File: src/rtl/lsu_align_pkg.sv
package lsu_align_pkg;

    typedef enum logic [1:0] {
        SZ_BYTE = 2'd0,
        SZ_HALF = 2'd1,
        SZ_WORD = 2'd2,
        SZ_RSVD = 2'd3
    } acc_size_e;

endpackage

File: src/rtl/lsu_align_check.sv
module lsu_align_check
    import lsu_align_pkg::*;
#(
    parameter int OFF_W = 2
) (
    input  acc_size_e        size,
    input  logic [OFF_W-1:0] offset,
    output logic             misaligned
);

    always_comb begin
        unique case (size)
            SZ_BYTE: misaligned = 1'b0;
            SZ_HALF: misaligned = offset[0];
            SZ_WORD: misaligned = |offset;
            default: misaligned = 1'b1;
        endcase
    end

endmodule

File: src/rtl/lsu_load_extract.sv
module lsu_load_extract
    import lsu_align_pkg::*;
#(
    parameter int DATA_W = 32,
    parameter int LANES  = DATA_W / 8,
    parameter int OFF_W  = $clog2(LANES)
) (
    input  acc_size_e         size,
    input  logic              sign_ext,
    input  logic [OFF_W-1:0]  offset,
    input  logic [DATA_W-1:0] word,
    output logic [DATA_W-1:0] value
);

    logic [OFF_W-1:0]  off_even;
    logic [DATA_W-1:0] byte_shift;
    logic [DATA_W-1:0] half_shift;
    logic [7:0]        byte_val;
    logic [15:0]       half_val;

    // big-endian: offset 0 lives in the top lane, so shift down by the lanes below it
    always_comb begin
        off_even   = {offset[OFF_W-1:1], 1'b0};
        byte_shift = word >> (8 * (LANES - 1 - int'(offset)));
        half_shift = word >> (8 * (LANES - 2 - int'(off_even)));
        byte_val   = byte_shift[7:0];
        half_val   = half_shift[15:0];
        unique case (size)
            SZ_BYTE: value = {{(DATA_W-8){sign_ext & byte_val[7]}}, byte_val};
            SZ_HALF: value = {{(DATA_W-16){sign_ext & half_val[15]}}, half_val};
            default: value = word;
        endcase
    end

endmodule

File: src/rtl/lsu_store_pack.sv
module lsu_store_pack
    import lsu_align_pkg::*;
#(
    parameter int DATA_W = 32,
    parameter int LANES  = DATA_W / 8,
    parameter int OFF_W  = $clog2(LANES)
) (
    input  acc_size_e         size,
    input  logic [OFF_W-1:0]  offset,
    input  logic [DATA_W-1:0] wdata,
    output logic [DATA_W-1:0] lane_data,
    output logic [LANES-1:0]  lane_en
);

    logic [LANES-1:0]  en_byte;
    logic [LANES-1:0]  en_half;
    logic [DATA_W-1:0] rep_byte;
    logic [DATA_W-1:0] rep_half;
    logic [OFF_W-1:0]  off_even;

    assign off_even = {offset[OFF_W-1:1], 1'b0};

    for (genvar g = 0; g < LANES; g++) begin : g_lane
        // lane g carries address offset LANES-1-g
        localparam logic [OFF_W-1:0] LANE_OFF  = OFF_W'(LANES - 1 - g);
        localparam logic [OFF_W-1:0] LANE_EVEN = {LANE_OFF[OFF_W-1:1], 1'b0};
        assign en_byte[g]        = (offset == LANE_OFF);
        assign en_half[g]        = (off_even == LANE_EVEN);
        assign rep_byte[8*g +: 8] = wdata[7:0];
        if (g % 2 == 1) begin : g_hi
            assign rep_half[8*g +: 8] = wdata[15:8];
        end else begin : g_lo
            assign rep_half[8*g +: 8] = wdata[7:0];
        end
    end

    always_comb begin
        unique case (size)
            SZ_BYTE: begin
                lane_data = rep_byte;
                lane_en   = en_byte;
            end
            SZ_HALF: begin
                lane_data = rep_half;
                lane_en   = en_half;
            end
            default: begin
                lane_data = wdata;
                lane_en   = '1;
            end
        endcase
    end

endmodule

File: src/rtl/lsu_align_unit.sv
module lsu_align_unit
    import lsu_align_pkg::*;
#(
    parameter int DATA_W = 32,
    parameter int LANES  = DATA_W / 8,
    parameter int OFF_W  = $clog2(LANES)
) (
    input  logic              clk,
    input  logic              rst_n,
    input  logic              req_valid,
    input  logic              req_store,
    input  logic [1:0]        req_size,
    input  logic              req_signed,
    input  logic [OFF_W-1:0]  req_offset,
    input  logic [DATA_W-1:0] mem_rdata,
    input  logic [DATA_W-1:0] reg_wdata,
    output logic              rsp_valid,
    output logic              rsp_misalign,
    output logic [DATA_W-1:0] rsp_load_data,
    output logic [DATA_W-1:0] mem_wdata,
    output logic [LANES-1:0]  mem_wstrb
);

    typedef struct packed {
        logic              valid;
        logic              misalign;
        logic [DATA_W-1:0] ld;
        logic [DATA_W-1:0] wd;
        logic [LANES-1:0]  be;
    } rsp_t;

    acc_size_e         size;
    logic              bad;
    logic [DATA_W-1:0] ld_val;
    logic [DATA_W-1:0] st_val;
    logic [LANES-1:0]  st_en;
    rsp_t              rsp_d, rsp_q;

    assign size = acc_size_e'(req_size);

    lsu_align_check #(.OFF_W(OFF_W)) u_check (
        .size       (size),
        .offset     (req_offset),
        .misaligned (bad)
    );

    lsu_load_extract #(.DATA_W(DATA_W), .LANES(LANES), .OFF_W(OFF_W)) u_load (
        .size     (size),
        .sign_ext (req_signed),
        .offset   (req_offset),
        .word     (mem_rdata),
        .value    (ld_val)
    );

    lsu_store_pack #(.DATA_W(DATA_W), .LANES(LANES), .OFF_W(OFF_W)) u_store (
        .size      (size),
        .offset    (req_offset),
        .wdata     (reg_wdata),
        .lane_data (st_val),
        .lane_en   (st_en)
    );

    always_comb begin
        rsp_d = '0;
        if (req_valid) begin
            rsp_d.valid = 1'b1;
            if (bad) begin
                rsp_d.misalign = 1'b1;
            end else if (req_store) begin
                rsp_d.wd = st_val;
                rsp_d.be = st_en;
            end else begin
                rsp_d.ld = ld_val;
            end
        end
    end

    always_ff @(posedge clk) begin
        if (!rst_n) rsp_q <= '0;
        else        rsp_q <= rsp_d;
    end

    assign rsp_valid     = rsp_q.valid;
    assign rsp_misalign  = rsp_q.misalign;
    assign rsp_load_data = rsp_q.ld;
    assign mem_wdata     = rsp_q.wd;
    assign mem_wstrb     = rsp_q.be;


    resp_follows_req_chk: assert property (@(posedge clk) disable iff (!rst_n)
        req_valid |=> rsp_valid);


    idle_quiet_chk: assert property (@(posedge clk) disable iff (!rst_n)
        !req_valid |=> (!rsp_valid && mem_wstrb == '0 && rsp_load_data == '0));


    misalign_no_strobe_chk: assert property (@(posedge clk) disable iff (!rst_n)
        rsp_misalign |-> (mem_wstrb == '0 && rsp_valid));


    byte_store_onehot_chk: assert property (@(posedge clk) disable iff (!rst_n)
        (req_valid && req_store && req_size == 2'd0) |=> ($countones(mem_wstrb) == 1));


    half_store_pair_chk: assert property (@(posedge clk) disable iff (!rst_n)
        (req_valid && req_store && req_size == 2'd1 && !req_offset[0])
            |=> ($countones(mem_wstrb) == 2));


    load_no_strobe_chk: assert property (@(posedge clk) disable iff (!rst_n)
        (req_valid && !req_store) |=> (mem_wstrb == '0));


    unsigned_byte_zero_top_chk: assert property (@(posedge clk) disable iff (!rst_n)
        (req_valid && !req_store && !req_signed && req_size == 2'd0)
            |=> (rsp_load_data[DATA_W-1:8] == '0));

endmodule

File: config.mk
export PLATFORM = sky130hd
export DESIGN_NAME = lsu_align_unit
export DESIGN_NICKNAME = d
export VERILOG_FILES = /design/src/rtl/lsu_align_pkg.sv /design/src/rtl/lsu_align_check.sv /design/src/rtl/lsu_load_extract.sv /design/src/rtl/lsu_store_pack.sv /design/src/rtl/lsu_align_unit.sv
export SDC_FILE = /design/constraint.sdc
export NUM_CORES = 1
export LEC_CHECK = 0
export BUFFER_PORTS_ARGS = -buffer_cell sky130_fd_sc_hd__buf_2
export CELL_PAD_IN_SITES_DETAIL_PLACEMENT = 1
export CELL_PAD_IN_SITES_GLOBAL_PLACEMENT = 1
export CORE_UTILIZATION = 34
export DETAILED_ROUTE_END_ITERATION = 8
export GPL_ROUTABILITY_DRIVEN = 0
export PLACE_DENSITY_LB_ADDON = 0.1
export SLEW_MARGIN = 20
export SYNTH_ARGS = -nofsm -noshare
export SYNTH_HDL_FRONTEND = slang
export SYNTH_SLANG_ARGS = --single-unit
File: constraint.sdc
create_clock -name clk -period 2.2 [get_ports clk]
set_clock_uncertainty 0.1 [all_clocks]
set_input_delay 0.44 -clock clk [delete_from_list [all_inputs] [get_ports clk]]
set_output_delay 0.44 -clock clk [all_outputs]
set_load 0.005 [all_outputs]
Word-level counts from Yosys, hierarchy flattened. Cells that the tools add are included.

Bits in registers: 70. Input bits: 73. Output and inout port bits: 70.

$add $sub $neg: 2. Eq/ne operators: 5. Shifts and indexed selects: 2. Multiplexer cells: 9. Bitwise operators: 5. Reduce and logical (&&, ||, !) cells: 7.

Operators by type and width (count): $pmux W32 S2 (2); $mux W70 (1); $mux W68 (1); $mux W36 (1); $mux W32 (1); $shr A32 B32 Y16 (1); $shr A32 B32 Y8 (1); $pmux W4 S2 (1); $reduce_or A4 Y1 (2); $eq A2 B2 Y1 const B (3); $logic_not A2 Y1 (3); $sub A2 B2 Y3 const A (2); $eq A2 B1 Y1 const B (2); $not A1 Y1 (3); $pmux W1 S3 (1); $and A1 B1 Y1 (2); $reduce_and A2 Y1 (1); $reduce_or A2 Y1 (1); $mux W1 (1).

Logic depth before layout (Yosys ltp). Gate-level depths: netlist of run 1.

Word-level depth: 7. Mapped depth: 7. Depth with buffers taken out: 3.

Hierarchy. Synthesis of run 1 repeated with hierarchy kept, for this count alone.

Cells, all modules: 318. Area total of the unflattened synthesis: 3369.5 µm².

By module, submodules not included: lsu_align_unit (times used 1, cells each 149, area each 2025.7 µm², seq. area each 1401.3 µm²); lsu_load_extract (times used 1, cells each 106, area each 798.3 µm², seq. area each 0.0 µm²); lsu_store_pack (times used 1, cells each 60, area each 531.8 µm², seq. area each 0.0 µm²); lsu_align_check (times used 1, cells each 3, area each 13.8 µm², seq. area each 0.0 µm²).

Least setup slack after synthesis of run 1. Ideal clock, no wire load.

Path kind: input -> register. Start: input req_size[0]. End: register rsp_q, in the netlist mem_wdata[31]. Library setup time: 117 ps. Arrival: 1464 ps. Setup slack: 519 ps. Stages: 6. Cells stage by stage: buf_4 buf_2 buf_2 mux2_2 mux2i_1 nor2_1.

Longest elaborated chain between the ends: 3. Elaborated cells on any way between the ends: 6. Those cells by class: eq/ne: 2; mux: 2; reduce/logical: 2.

RTL lines: start: declaration (RTL line lsu_align_unit.sv:12) `input logic [1:0] req_size,`; $eq A2 B2 Y1 (tied with other cells) (RTL line lsu_align_check.sv:12) `unique case (size)`; $pmux W1 S3 (RTL line lsu_align_check.sv:12); $reduce_or A4 Y1 (no source line); end signal: assignment (RTL line lsu_align_unit.sv:80) `else rsp_q <= rsp_d;`; end: declaration (RTL line lsu_align_unit.sv:37) `rsp_t rsp_d, rsp_q;`.

Parallel ways exist; a longest one is shown, timed or not. A chain may end at the register's enable or synchronous reset.

Worst setup path after layout of run 1.
Start: input req_size[0]. End: register rsp_q, in the netlist rsp_load_data[30].

Longest elaborated chain between the ends: 3. Elaborated cells on any way between the ends: 6. Those cells by class: eq/ne: 2; mux: 2; reduce/logical: 2.

RTL lines (RTL line): $eq A2 B2 Y1 (tied with other cells) (lsu_align_check.sv:12); $pmux W1 S3 (lsu_align_check.sv:12); $reduce_or A4 Y1 (no source line).

Parallel ways exist; a longest one is shown, timed or not.

==> flow_metrics.tcl, run 1 <==
set metrics [dict create \
    power.leakage_nw 1.93 \
    path_class "in2reg" \
    drc_errors 20 \
    dp_hpwl_mm 7.18 \
    cp.required_ns 2.31 \
    rsz0062_at_grt "false" \
    hold_class "in2reg" \
    pwr-share-clk_pct 38.8 \
    async_flop_share_pct 0 \
    grt.total_usage_pct 20.6 \
    worst_pin_slew_ns 0.582 \
    grt_pass1_wl_mm 15.2 \
    cts_root_buf "clkbuf_8" \
    drt_iter0_drc 83 \
    grt_max_degree 45 \
    final_max_slew_viol_count 0 \
    crit_fanout 15 \
    antenna_found_initial 0 \
    cts_setup_buffers 0 \
    io-pin-count 143 \
    grt_pass1_vias 2919 \
    synth_cells 315 \
    core_mm2 0.00881 \
    cts_sinks 70 \
    busiest_layer "met2" \
    maxCapViolations 0 \
    worstPathArrival_ns 1.76 \
    dieArea_mm2 0.00956 \
    ys.flop_type "dfxtp_1" \
    synthToLayoutAreaGrowth_pct 30.1 \
    drive_gt1_share_pct 45.1 \
    vias 2851 \
    fmax_mhz 605 \
    grt_overflow 0 \
    cts_resized 0 \
    synth_edf_count 0 \
    startpoint "req_size[0]" \
    synth_area_mm2 0.00312 \
    finalWirelength_mm 9.69 \
    numPortBuffers 142 \
    clk_pin_slew_ns 0.09 \
    yosysWarnings 0 \
    yosysTopAreaCell "dfxtp_1" \
    ctsHoldBuffers 0 \
    routedWlPerCell_um 17.2 \
    vias_per_cell 5.06 \
    die_y_um 97.8 \
    cts_buffer_depth 2 \
    finalHoldViolations 0 \
    p_seq_share_pct 47.7 \
    synthTopCellsByArea "dfxtp_1, mux2i_1, nand2_1" \
    vdd_drop_max_uv 271 \
    hold_start "reg_wdata[23]" \
    total_power_w 0.00271 \
    syn_nets 388 \
    status "finished with violations" \
    switching_share_pct 27.3 \
    antenna_left 0 \
    internal-power_w 0.00197 \
    rows 34 \
    worstSetupEndpointType "register" \
    gr-usage-met3_pct 3.79 \
    h-tree-depth 3 \
    combPwrFrac_pct 13.5 \
    die_x_um 97.8 \
    antenna_cells 0 \
    post-route-period-util_pct 75.1 \
    cts_tree "done" \
    drtPass1Iterations 7 \
    period_needed_ns 1.65 \
    numCtsBuffers 9 \
    powerDensity_mw_per_mm2 669 \
    violations "DRC" \
    switchingPower_w 0.000742 \
    synth_area_per_cell_um2 9.90 \
    setup-tns-final_ns 0 \
    ys_seq_elements 70 \
    setup_viol_count_final 0 \
    met1_usage_pct 27.0 \
    use_met2_pct 33.5 \
    nets 523 \
    start_util_pct 35.4 \
    synth_top_area_share_pct 44.9 \
    slew_headroom_pct 61.1 \
    seq_area_frac_synth_pct 44.9 \
    start_kind "primary input" \
    ys_types 40 \
]
registers in the layout, summed over array words and instances (netlist names):
signal         cells
mem_wdata         32
rsp_load_data     32
mem_wstrb          4
rsp_misalign       1
rsp_valid          1
final timing paths:
path                 to  slack, ns  cells after the start
max   rsp_load_data[30]       0.55                      5
min       mem_wdata[23]       0.22                      3
power groups by stage:
stage	Clock [W]	Combinational (W)	Sequential, W
after floorplan	0	0.000212	0.00133
after global placement	0	0.000358	0.00133
after detailed placement	0	0.000368	0.00133
after CTS	0.00109	0.000370	0.00130
after global routing	0.00114	0.000400	0.00130
final	0.00105	0.000366	0.00130
per-layer routing:
| metal | wire, um | vias up |
|---|---|---|
| met5 | 0 | - |
| met4 | 172 | 0 |
| met3 | 436 | 15 |
| met2 | 4530 | 86 |
| met1 | 4550 | 1371 |
| li1 | - | 1379 |
critical path: stages:
cell and delay, ns:
buf_2 0.31, a21oi_2 0.17, o211ai_4 0.50, buf_4 0.29, a31oi_1 0.06
through the flow:
| step | setup slack [ns] | hold WS, ns | utilization [%] | cells | cell area [um^2] |
|---|---|---|---|---|---|
| floorplan | 0.519 | 0.462 | - | 315 | 3120 |
| global placement | 0.249 | 0.574 | 43.9 | 547 | 3860 |
| detailed placement | 0.187 | 0.587 | 43.9 | 547 | 3860 |
| CTS | 0.544 | 0.207 | 46.1 | 563 | 4060 |
| global route | 0.440 | 0.218 | 46.1 | 563 | 4060 |
| finish | 0.548 | 0.220 | 46.1 | 563 | 4060 |
synthesized netlist by cell type (2+ instances only):
cell / n
nand2_1: 40
o21a_1: 2
a31oi_2: 10
clkbuf_1: 4
a31oi_1: 14
buf_2: 12
nor2_1: 21
inv_1: 10
nand3_1: 8
or4_1: 7
a2111oi_2: 4
a211oi_1: 7
a21oi_1: 19
mux2_4: 2
mux2i_1: 16
and2_1: 10
buf_6: 10
or2_1: 2
nor3b_1: 8
a2111oi_1: 3
o21bai_1: 7
buf_4: 4
dfxtp_1: 70
mux2_2: 9
cell usage in the layout (no fill, tap or decap), drive strengths merged, types with 3 or more instances in the layout:
cell type / synthesis / final
clkbuf: 4 / 9
or4: 7 / 7
nor2: 22 / 22
or2: 3 / 3
inv: 10 / 11
a211oi: 7 / 7
nor3b: 9 / 9
o21bai: 7 / 7
a31oi: 24 / 24
a2111oi: 7 / 7
nand2: 40 / 40
dfxtp: 70 / 70
mux2i: 16 / 16
nand3: 8 / 8
clkinv: 0 / 3
buf: 26 / 154
a21oi: 20 / 20
mux2: 11 / 11
and2: 10 / 10
kinds of logic (layout without fill, tap and decap cells):
family | count (synthesis) | in the layout | synth area share, %
compound gates | 73 | 73 | 19.7
buf+inv | 40 | 180 | 8.18
flops | 70 | 70 | 44.9
mux | 27 | 27 | 9.35
simple gates | 105 | 105 | 17.9
area by class of cell:
class	count	area, um^2
fillers	1053	4750
clock buffers	9	124
repair buffers	154	826
clock inverters	7	72.6
multi-input cells	205	1460
inverters	10	37.5
flip-flops and latches	70	1400
well taps	108	135
No activity file was read; power rests on OpenSTA's default activity.
==> inputs of run 2 (changes only) <==
- CORE_UTILIZATION: 34 -> 31
- clock period: 2.2 -> 1.45 ns (I/O delays scaled with it)
==> run 2 against run 1 <==
  * The run now ends clean
  * Die area increased by 9.5%
  * Clock power increased by 47%
  * Setup slack got worse by 0.47 ns
  * Highest routed layer unchanged
  * Flip-flop and latch count unchanged
  * Via count increased by 2.0%
  * Sequential share of layout area decreased by 2.7 points
  * Clock-buffer cell count increased by 1
  * Combinational power increased by 73%
==> flow_metrics.tcl, run 2 (synthesis results as in run 1) <==
set metrics [dict create \
    status "complete, no violations" \
    powerDensity_mw_per_mm2 941 \
    dieArea_mm2 0.0105 \
    postPlaceCellArea_mm2 0.00420 \
    drc_errors 0 \
    drtPass1Iterations 5 \
    synthToLayoutAreaGrowth_pct 41.0 \
    cts_buffer_depth 2 \
    antenna_left 0 \
    die_y_um 102 \
    vias_per_cell 4.73 \
    worstSetupEndpointType "register" \
    final_common_cell "buf_2" \
    worst_pin_slew_ns 0.499 \
    core_mm2 0.00977 \
    fmax_mhz 730 \
    cts_root_buf "clkbuf_8" \
    antenna_found_initial 0 \
    hold_ws_ns 0.0770 \
    nets 551 \
    internal-power_w 0.00305 \
    rows 36 \
    cts_sinks 70 \
    grt_pass1_wl_mm 15.0 \
    layout_setup_ws_ns 0.0800 \
    fin_cells 615 \
    place_ws_ns -0.335 \
    vdd_drop_max_uv 429 \
    final_cell_mix "buf_2, dfxtp_1, nand2_1" \
    worstPathArrival_ns 1.48 \
    combPwrFrac_pct 15.3 \
    p_seq_share_pct 47.5 \
    path_class "in2reg" \
    numCtsBuffers 9 \
    power.leakage_nw 2.10 \
    final_max_slew_viol_count 0 \
    design_area_mm2 0.00440 \
    grt_pass1_vias 2840 \
    switchingPower_w 0.00108 \
    seqCellArea_mm2 0.00140 \
    io-pin-count 143 \
    fin_util_pct 45.0 \
    multi_input_area_mm2 0.00149 \
    fillCellCount 1203 \
    die_x_um 102 \
    switching_share_pct 26.2 \
    grt.total_usage_pct 19.0 \
    setup_viol_count_final 0 \
    numPortBuffers 142 \
    rsz0062_at_grt "false" \
    post-route-period-util_pct 94.5 \
    clk_pin_slew_ns 0.08 \
    vias 2907 \
    crit_fanout 13 \
    antenna_cells 0 \
    dp.cells 600 \
    grt_overflow 0 \
    drive_gt1_share_pct 49.4 \
    start_util_pct 31.9 \
    cp.required_ns 1.56 \
    drt_iter0_drc 80 \
    cts_tree "done" \
    finalHoldViolations 0 \
    hold_class "in2reg" \
    period_needed_ns 1.37 \
    slew_headroom_pct 66.6 \
    h-tree-depth 3 \
    maxCapViolations 0 \
    dp_hpwl_mm 7.46 \
    routedWlPerCell_um 15.8 \
    cts_setup_buffers 0 \
    start_kind "primary input" \
    grt_max_degree 28 \
    finalWirelength_mm 9.72 \
    pwr-share-clk_pct 37.2 \
]
==> run 2: cell types whose count changed in the layout (fill, tap and decap cells not counted), sizes merged <==
cell and delta:
inv -1, clkinv +1, buf +28, clkinvlp -2, clkbuf +1
==> run 2: what timing repair did <==
action,in CTS,in global routing
resized for setup,0,2
setup endpoints to repair,0,1
hold buffers,0,0
==> run 2: area by class of cell <==
type,count,share of cell area (%)
multi-input combinational,205,33.9
sequential,70,31.9
timing repair buffer,182,25.3
tap,133,3.78
clock buffer,10,2.90
clock inverter,5,1.39
inverter,10,0.854
==> run 2: final timing paths <==
kind | to | slack [ns] | cells past startpoint | start
min | mem_wdata[24] | 0.08 | 3 | reg_wdata[24]
max | rsp_load_data[2] | 0.08 | 5 | req_size[0]
==> run 2: metrics by stage <==
step	power [W]	TNS, ns
2_1_floorplan	0.00235	-0.590
3_3_place_gp	0.00264	-7.47
3_5_place_dp	0.00265	-9.20
4_1_cts	0.00420	0
5_1_grt	0.00433	0
6_report	0.00414	0
==> run 2: per-layer routing <==
layer	vias to the layer above	share of wire [%]	global-route usage, %
met5	-	0	0
met4	0	0.95	6.04
met3	8	4.5	3.97
met2	73	47	30.0
met1	1387	47	25.7
li1	1439	-	-
==> run 2: worst max-delay path, stage by stage <==
cell and delay [ns]:
buf_2 0.15, buf_12 0.16, or2_2 0.36, a211oi_1 0.43, a2111oi_1 0.08
==> run 2: power by group through the flow <==
stage / sequential [W] / clock, W / combinational (W)
floorplan: 0.00202 / 0 / 0.000332
global placement: 0.00201 / 0 / 0.000624
detailed placement: 0.00201 / 0 / 0.000635
CTS: 0.00197 / 0.00160 / 0.000638
global route: 0.00197 / 0.00167 / 0.000695
finish: 0.00197 / 0.00154 / 0.000634
==> inputs of run 3 (changes only) <==
- ABC_AREA: default -> 1
- CORE_UTILIZATION: 31 -> 29
==> run 3 against run 2 <==
  * Non-clock buffer count shrank 18
  * Design area shrank 1.1%
  * Synthesized area increased by 2.1%
  * Via count up 15%
  * Flip-flop and latch count unchanged
  * Die area is 8.9% higher
  * First-iteration DRC count grew 25%
  * Worst hold slack worse by 0.0029 ns
  * Routed wire length increased by 6.1%
  * Critical path type is now reg2out
  * Core utilization down 3.4 points
  * Setup slack gained 0.18 ns
  * Maximum frequency rose by 15%
==> flow_metrics.tcl, run 3 <==
set metrics [dict create \
    worst_pin_slew_ns 0.421 \
    drive_gt1_share_pct 36.2 \
    vias_per_cell 4.49 \
    antenna_cells 0 \
    die_x_um 107 \
    setup_viol_count_final 0 \
    dieArea_mm2 0.0114 \
    clk_pin_slew_ns 0.08 \
    met1_usage_pct 22.0 \
    fin_util_pct 41.6 \
    yosys.cell_count.top_type "nand2_1" \
    yosysWarnings 0 \
    final_cell_mix "nand2_1, buf_2, dfxtp_1" \
    cts_setup_buffers 0 \
    synth_cells 453 \
    cts_tree "done" \
    power.leakage_nw 2.56 \
    io-pin-count 143 \
    crit_fanout 1 \
    status "complete, no violations" \
    drt_iter0_drc 100 \
    dp_hpwl_mm 7.90 \
    cts_root_buf "clkbuf_8" \
    crit_chain "buf_2" \
    finalWirelength_mm 10.3 \
    h-tree-depth 3 \
    grt_pass1_vias 3567 \
    cts_sinks 70 \
    worstPathArrival_ns 0.80 \
    grt_overflow 0 \
    use_met2_pct 34.7 \
    core_mm2 0.0105 \
    syn_nets 526 \
    hold_class "in2reg" \
    drc_errors 0 \
    die_y_um 107 \
    antenna_left 0 \
    antenna_found_initial 0 \
    fmax_mhz 842 \
    nets 676 \
    gr-usage-met3_pct 6.93 \
    hold_path_depth 3 \
    synthTopCellsByArea "dfxtp_1, nand2_1, a21oi_1" \
    slew_headroom_pct 71.9 \
    drtPass1Iterations 4 \
    final_max_slew_viol_count 0 \
    crit_family "flip-flops" \
    rows 37 \
    path_class "reg2out" \
    grt_max_degree 39 \
    grt_pass1_wl_mm 17.3 \
    hold_ws_ns 0.0741 \
    numCtsBuffers 9 \
    post-route-period-util_pct 81.9 \
    numPortBuffers 142 \
    synth_area_mm2 0.00318 \
    synthToLayoutAreaGrowth_pct 36.5 \
    cpPeakStageDelay_ns 0.34 \
    dp.cells 728 \
    synth_top_area_share_pct 44.0 \
    final_common_cell "nand2_1" \
    synth_edf_count 0 \
    fin_cells 743 \
    ys_types 25 \
    cp_slowest_cell "dfxtp_1" \
    netlist_top_cells_count "nand2_1, dfxtp_1, nor2_1" \
    yosysTopAreaCell "dfxtp_1" \
    async_flop_share_pct 0 \
    total_power_w 0.00451 \
    worstSetupEndpointType "output pin" \
    seq_area_frac_synth_pct 44.0 \
    routedWlPerCell_um 13.9 \
    crit_buf_inv 1 \
    path_depth 1 \
    start_util_pct 30.4 \
    ys.flop_type "dfxtp_1" \
    vias 3337 \
    cts_resized 0 \
    rsz0062_at_grt "false" \
    vdd_drop_max_uv 540 \
    grt.total_usage_pct 19.5 \
    start_kind "register" \
    maxCapViolations 0 \
    synth_area_per_cell_um2 7.03 \
    busiest_layer "met2" \
    powerDensity_mw_per_mm2 1040 \
    finalHoldViolations 0 \
    cp.required_ns 1.06 \
    ys_seq_elements 70 \
    ctsHoldBuffers 0 \
    cts_buffer_depth 2 \
    period_needed_ns 1.19 \
]
## run 3: cell types whose count changed in the layout (fill, tap and decap cells not counted), sizes merged, moves of 11 or more
cell and delta:
nor2 +25, nand3 +25, a31oi -23, inv +44
nand2 +128, o21ai +18, a21oi +16, mux2i -16
buf -18, mux2 -11
## run 3: logic make-up (layout without fill, tap and decap cells)
kind of cell / count (synthesis) / count (layout) / synth area share [%]
flops: 70 / 70 / 44.0
buf+inv: 79 / 233 / 12.5
compound gates: 55 / 55 / 8.92
simple gates: 249 / 249 / 34.6
## run 3: power breakdown
part           internal, W  switching [W]
clock network      0.00113       0.000775
registers          0.00196     0.00000828
logic             0.000266       0.000372
total              0.00335        0.00116
## run 3: metal layers
layer / up-vias / wire length (um) / share of wire (%)
met5: - / 0 / 0
met4: 0 / 116 / 1.1
met3: 9 / 763 / 7.4
met2: 100 / 5060 / 49
met1: 1553 / 4380 / 42
li1: 1675 / - / -
## run 3: path summary, 6_finish.rpt
path | from | slack (ns) | endpoint
worst min-delay path | reg_wdata[27] | 0.07 | mem_wdata[27]
worst max-delay path | rsp_load_data[10] | 0.26 | rsp_load_data[10]
## run 3: cell type report
cell class | count | area (um^2)
well taps | 136 | 170
clock inverters | 6 | 111
inverters | 54 | 205
fillers | 1395 | 6110
repair buffers | 164 | 951
flip-flops and latches | 70 | 1400
clock buffers | 9 | 124
multi-input cells | 304 | 1390
## run 3: metrics by stage
step,worst slack [ns],area (um^2),TNS (ns)
2_1_floorplan,0.174,3180,0
3_5_place_dp,-0.0659,4110,-0.892
3_3_place_gp,-0.0205,4110,-0.0205
6_report,0.262,4350,0
5_1_grt,0.205,4350,0
4_1_cts,0.239,4350,0
